<file path="src/rtl/isqrt_pkg.sv">
package isqrt_pkg;
    typedef enum logic [0:0] {
        ST_IDLE = 1'b0,
        ST_RUN  = 1'b1
    } isqrt_state_e;
endpackage

</file>
<file path="src/rtl/isqrt_step.sv">
// One trial subtraction: shift in a radicand pair, try {partial_root, 01}.
module isqrt_step #(
    parameter int ROOT_W = 8,
    localparam int REM_W = ROOT_W + 2
) (
    input  logic [REM_W-1:0]  rem_i,
    input  logic [1:0]        pair_i,
    input  logic [ROOT_W-1:0] root_i,
    output logic [REM_W-1:0]  rem_o,
    output logic              bit_o
);
    logic [REM_W-1:0] shifted;
    logic [REM_W-1:0] trial;
    logic [REM_W:0]   diff;

    always_comb begin
        shifted = {rem_i[REM_W-3:0], pair_i};
        trial   = {root_i, 2'b01};
        diff    = {1'b0, shifted} - {1'b0, trial};
        bit_o   = ~diff[REM_W];
        // negative trial: remainder kept, nothing added back
        rem_o   = bit_o ? diff[REM_W-1:0] : shifted;
    end
endmodule

</file>
<file path="src/rtl/isqrt_dpath.sv">
// Shared registers: radicand shifter, partial root, running remainder.
module isqrt_dpath #(
    parameter int RAD_W = 16,
    localparam int ROOT_W = RAD_W / 2,
    localparam int REM_W  = ROOT_W + 2
) (
    input  logic              clk,
    input  logic              rst,
    input  logic              load,
    input  logic              step,
    input  logic [RAD_W-1:0]  radicand,
    output logic [ROOT_W-1:0] root_o,
    output logic [REM_W-1:0]  rem_o
);
    logic [RAD_W-1:0]  rad_q;
    logic [ROOT_W-1:0] root_q;
    logic [REM_W-1:0]  rem_q;
    logic [REM_W-1:0]  rem_next;
    logic              bit_next;

    isqrt_step #(.ROOT_W(ROOT_W)) u_step (
        .rem_i  (rem_q),
        .pair_i (rad_q[RAD_W-1 -: 2]),
        .root_i (root_q),
        .rem_o  (rem_next),
        .bit_o  (bit_next)
    );

    always_ff @(posedge clk) begin
        if (rst) begin
            rad_q  <= '0;
            root_q <= '0;
            rem_q  <= '0;
        end else if (load) begin
            rad_q  <= radicand;
            root_q <= '0;
            rem_q  <= '0;
        end else if (step) begin
            rad_q  <= {rad_q[RAD_W-3:0], 2'b00};
            root_q <= {root_q[ROOT_W-2:0], bit_next};
            rem_q  <= rem_next;
        end
    end

    assign root_o = root_q;
    assign rem_o  = rem_q;

    // remainder bounded by twice the partial root at every step
    assert_rem_bound_R5: assert property (@(posedge clk) disable iff (rst)
        rem_q <= {1'b0, root_q, 1'b0});
endmodule

</file>
<file path="src/rtl/isqrt_ctrl.sv">
// Two-state sequencer: launch, iterate, finish.
module isqrt_ctrl
    import isqrt_pkg::*;
#(
    parameter int ROOT_W = 8,
    localparam int CNT_W = $clog2(ROOT_W) + 1
) (
    input  logic clk,
    input  logic rst,
    input  logic start,
    output logic ready,
    output logic load,
    output logic step,
    output logic done
);
    isqrt_state_e state_q, state_d;
    logic [CNT_W-1:0] cnt_q;
    logic             last;
    logic             done_q;

    always_comb begin
        load = (state_q == ST_IDLE) && start;
        step = (state_q == ST_RUN);
        last = step && (cnt_q == CNT_W'(ROOT_W - 1));
    end

    always_comb begin
        state_d = state_q;
        unique case (state_q)
            ST_IDLE: if (start) state_d = ST_RUN;   // launch
            ST_RUN:  if (last)  state_d = ST_IDLE;  // finish, else iterate
            default: state_d = ST_IDLE;
        endcase
    end

    always_ff @(posedge clk) begin
        if (rst) state_q <= ST_IDLE;
        else     state_q <= state_d;
    end

    always_ff @(posedge clk) begin
        if (rst)       cnt_q <= '0;
        else if (load) cnt_q <= '0;
        else if (step) cnt_q <= cnt_q + 1'b1;
    end

    always_ff @(posedge clk) begin
        if (rst) done_q <= 1'b0;
        else     done_q <= last;
    end

    assign ready = (state_q == ST_IDLE);
    assign done  = done_q;

    assert_cnt_range_R3: assert property (@(posedge clk) disable iff (rst)
        step |-> (cnt_q < CNT_W'(ROOT_W)));
    assert_busy_start_ignored_R7: assert property (@(posedge clk) disable iff (rst)
        (step && !last) |=> (step && cnt_q == $past(cnt_q) + 1'b1));
endmodule

</file>
<file path="src/rtl/isqrt_unit.sv">
module isqrt_unit #(
    parameter int RAD_W = 16,
    localparam int ROOT_W = RAD_W / 2,
    localparam int REM_W  = ROOT_W + 2
) (
    input  logic              clk,
    input  logic              rst,
    input  logic              start,
    input  logic [RAD_W-1:0]  radicand,
    output logic              ready,
    output logic              done,
    output logic [ROOT_W-1:0] root,
    output logic [REM_W-1:0]  remainder
);
    logic load, step;

    isqrt_ctrl #(.ROOT_W(ROOT_W)) u_ctrl (
        .clk   (clk),
        .rst   (rst),
        .start (start),
        .ready (ready),
        .load  (load),
        .step  (step),
        .done  (done)
    );

    isqrt_dpath #(.RAD_W(RAD_W)) u_dpath (
        .clk      (clk),
        .rst      (rst),
        .load     (load),
        .step     (step),
        .radicand (radicand),
        .root_o   (root),
        .rem_o    (remainder)
    );

    assert_ready_drop_R2: assert property (@(posedge clk) disable iff (rst)
        (start && ready) |=> !ready);
    assert_done_pulse_R3: assert property (@(posedge clk) disable iff (rst)
        done |=> !done);
    assert_done_ready_R3: assert property (@(posedge clk) disable iff (rst)
        done |-> ready);
    assert_hold_R8: assert property (@(posedge clk) disable iff (rst)
        (ready && !start && !done) |=> ($stable(root) && $stable(remainder)));
endmodule

</file>
<file path="config.mk">
export PLATFORM = sky130hd
export DESIGN_NAME = isqrt_unit
export DESIGN_NICKNAME = d
export VERILOG_FILES = /design/src/rtl/isqrt_pkg.sv /design/src/rtl/isqrt_step.sv /design/src/rtl/isqrt_dpath.sv /design/src/rtl/isqrt_ctrl.sv /design/src/rtl/isqrt_unit.sv
export SDC_FILE = /design/constraint.sdc
export NUM_CORES = 1
export LEC_CHECK = 0
export BUFFER_PORTS_ARGS = -buffer_cell sky130_fd_sc_hd__buf_2
export CAP_MARGIN = 20
export CORE_MARGIN = 2
export CORE_UTILIZATION = 50
export CTS_CLUSTER_DIAMETER = 60
export DETAILED_ROUTE_END_ITERATION = 8
export GPL_ROUTABILITY_DRIVEN = 0
export PLACE_DENSITY = 0.76
export SYNTH_ARGS = -nofsm -noshare
export SYNTH_HDL_FRONTEND = slang
export SYNTH_SLANG_ARGS = --single-unit
</file>
<file path="constraint.sdc">
create_clock -name clk -period 1.8 [get_ports clk]
set_input_delay 0 -clock clk [delete_from_list [all_inputs] [get_ports clk]]
set_output_delay 0 -clock clk [all_outputs]
set_load 0.05 [all_outputs]
</file>
==> impl_metrics.toml <==
[clock_tree]
cts_buffers = 5
clockBufferDepth = 2
clock_latency_ns = 0.30
cts_tree = "built"
h-tree-depth = 2
clock-sinks = 40
cts.clk_slew.worst_paths_ns = 0.08
root_buffer = "clkbuf_8"

[global_routing]
grt_max_degree = 61
grt_util_all_layers_pct = 24.1
grt_pass1_vias = 1986
grt.busiest_layer = "met2"
use_met1_pct = 30.5
antenna_found_initial = 0
met3_usage_pct = 6.10
grt_pass1_wl_um = 9370
grt.met2_usage_pct = 40.0
grt_overflow = 0

[worst_setup_path]
worstPathMaxFanout = 5
critPathKind = "register to register"
worst_r2r_path_depth = 7
crit_required_ns = 1.96
startpoint_type = "register"
reg2reg_to = "u_dpath.rem_o[2]"
end_kind = "register"
path_cells = "ha_4, a211oi_4, nand2_2, o41a_1, buf_6, mux2i_1, a21oi_1"
startpoint = "u_dpath.rem_o[6]"
slowest_delay_ns = 0.42
ff2ff_setup_slack_ns = -0.12
worstPathArrival_ns = 2.08
cp_slowest_cell = "o41a_1"
r2r_start = "u_dpath.rem_o[6]"
critPathBufInv = 1
cp_num_cells = 7
crit_end = "u_dpath.rem_o[2]"
cpLargestDelayFamily = "compound AO/OA/AOI/OAI gates"

[layout]
syn_to_final_growth_pct = 36.3
n_fill_cell = 303
postLayoutCellArea_mm2 = 0.00293
drive_above_1_share_pct = 38.9
nets = 352
diodes = 0

[sta]
finalClockSkew_ns = 0.00690
drv_slew = 0
layout_min_cycle_time_ns = 1.92
slew_headroom_pct = 57.9
fin_ws_ns = -0.119
setup_viol = 11
max_freq_mhz = 521
fin_setup_tns_ns = -1.01
min_period_over_period_pct = 107
worst_slew_pin_slew_ns = 0.632
finalHoldViolations = 0
grt_setup_unrepaired = "true"

[worst_hold_path]
min-delay-start = "radicand[0]"
hold_path.class = "primary input to register"

[die]
ioPinCount = 39
coreArea_mm2 = 0.00406
num_rows = 23
die_h_um = 69.5
initial_utilization_pct = 52.9
fp.dieW_um = 69.5
die-area_mm2 = 0.00483

[logic_synthesis]
syn_area_per_cell_um2 = 8.66
synthesis.area_mm2 = 0.00215
synth.area.top_cells = "dfxtp_1 37%, mux2i_1 13%, nor2_1 8.6%"
yosysTopAreaCell = "dfxtp_1"
syn_nets = 277
synth-adder-area-share_pct = 5.83
synth.distinct_cells = 42
synth_seq_cells = 40
seq_area_frac_synth_pct = 37.3
muxShareOfSynthArea_pct = 13.1
synth_compound_area_share_pct = 18.1
ys_warn_count = 0
synthCells = 248
synth-simple-area-share_pct = 15.0
synth_top_area_share_pct = 37.3
yosys.area_share.xor_xnor_pct = 4.49
synth_top_family_by_area = "compound AO/OA/AOI/OAI gates"

[pwr]
finalPower_uw = 2770
combPwrFrac_pct = 43.1
ir_drop_mv = 0.454
p_clk_share_pct = 21.6
switching_share_pct = 35.6
powerDensity_mw_per_mm2 = 946
p_int_uw = 1780
net-switching-power_uw = 985
power_frac_seq_pct = 35.2
p_leak_uw = 0.00135

[drt]
via_per_inst = 5.52
dr.pass1.iters = 4
wl_per_cell_um = 15.1
routed_wl_um = 5640
ant_nets = 0
route.detailed.drc = 0
drtIter0Drc = 202
dr_total_vias = 2065

[flow_run]
maxCapViolCount = 0

[run_status]
status = "finished, violations left"
violations = "negative setup slack"

[placed_design]
portBuffers = 38
dpl_cell_area_mm2 = 0.00266
place_hpwl_um = 3550
worst reg2reg max path: cells and delay by family, from the launching register on:
family,cells,cell delay [ns]
AO/OA/AOI/OAI,3,0.74
adder cells (fa/ha/maj),1,0.27
buffers and inverters,1,0.16
flip-flops,1,0.36
multiplexers,1,0.15
AND/OR/NAND/NOR,1,0.10
stage by stage:
stage                     utilization (%)  worst slack, ns  hold slack (ns)  cells
final                                72.1           -0.119           0.0120    374
after global routing                 72.1           -0.161           0.0364    374
after CTS                            70.4           -0.136          0.00631    372
after detailed placement             65.6           -0.188            0.296    357
after global placement               65.6           -0.109            0.284    357
after floorplan                         -           -0.146            0.187    248
synthesized netlist by cell type:
cell / instances
nor2_1: 49
dfxtp_1: 40
mux2i_1: 28
a21oi_1: 23
inv_1: 11
ha_1: 10
o21ai_0: 8
clkbuf_1: 7
xnor2_1: 7
o21a_1: 6
and3_1: 5
buf_4: 5
a41oi_1: 4
nand2_1: 4
nand3_1: 4
xor2_1: 4
nand4_1: 3
a31oi_1: 2
buf_2: 2
nor3_1: 2
o21ai_1: 2
o31ai_1: 2
a211o_1: 1
a211oi_2: 1
a21bo_2: 1
a21boi_0: 1
a21o_1: 1
a22oi_1: 1
a32oi_1: 1
buf_1: 1
buf_6: 1
clkinv_1: 1
nand2b_1: 1
nand4b_1: 1
nor3b_1: 1
nor4_1: 1
o2111ai_1: 1
o22ai_1: 1
o41a_1: 1
o41ai_4: 1
or3_1: 1
or4_1: 1
kinds of logic (layout without fill, tap and decap cells):
logic type,count (synthesis),after routing
AND/OR/NAND/NOR,73,73
AO/OA/AOI/OAI,58,58
flip-flops,40,40
XOR/XNOR,11,11
multiplexers,28,28
adder cells (fa/ha/maj),10,10
buffers and inverters,28,104
timing repair:
item | 4_1_cts | 5_1_grt
gates resized for setup | 10 | 11
hold buffers | 1 | 0
buffers inserted | 5 | 2
setup endpoints to repair | 11 | 11
pin swaps | 10 | 8
cloned | 1 | 0
endpoints found under the hold margin | 1 | 0
placed cells by master (no fill, tap or decap), types with 4 or more instances in the layout:
master | netlist | layout
buf_2 | 2 | 39
and3_1 | 5 | 5
inv_1 | 11 | 8
dfxtp_1 | 40 | 23
nor2_1 | 49 | 48
xnor2_1 | 7 | 6
dfxtp_4 | 0 | 8
buf_4 | 5 | 41
clkbuf_8 | 0 | 5
o21a_1 | 6 | 6
xor2_1 | 4 | 4
ha_1 | 10 | 6
mux2i_1 | 28 | 28
ha_4 | 0 | 4
o21ai_0 | 8 | 8
a21oi_1 | 23 | 23
dfxtp_2 | 0 | 9
layout make-up:
class	instances	area [um^2]	area share [%]
clock buffer	7	76.3	2.61
clock inverter	1	8.76	0.299
inverter	12	47.5	1.62
multi-input combinational	180	1340	45.9
sequential	40	842	28.8
tap	50	62.6	2.14
timing repair buffer	84	547	18.7
power groups by stage:
stage | logic (uW) | clock network (uW) | registers (uW)
after floorplan | 612 | 0 | 1080
after global placement | 925 | 0 | 987
after detailed placement | 947 | 0 | 989
after CTS | 1060 | 607 | 972
after global routing | 1270 | 637 | 982
final | 1190 | 599 | 975
routing by layer:
layer  up-vias  wire length, um
met3        16              286
met2        70             2830
met5         -                0
li1       1028                -
met1       951             2410
met4         0              117
how the worst min path moves through the flow:
stage | endpoint | slack (ns) | depth (start not counted)
2_1_floorplan | u_dpath.rem_o[1] | 0.19 | 2
3_3_place_gp | u_dpath.rad_q[0] | 0.28 | 3
3_5_place_dp | u_dpath.rad_q[1] | 0.30 | 3
4_1_cts | u_dpath.rad_q[0] | 0.006 | 3
5_1_grt | u_dpath.rad_q[0] | 0.04 | 3
6_report | u_dpath.rad_q[0] | 0.01 | 3
state kept, by name, summed over array words and instances, names as in the netlist:
signal / cells
u_dpath.rad_q: 16
u_dpath.rem_o: 10
u_dpath.root_o: 8
u_ctrl.cnt_q: 4
u_ctrl.done: 1
u_ctrl.step: 1
No activity file was read; power rests on OpenSTA's default activity.
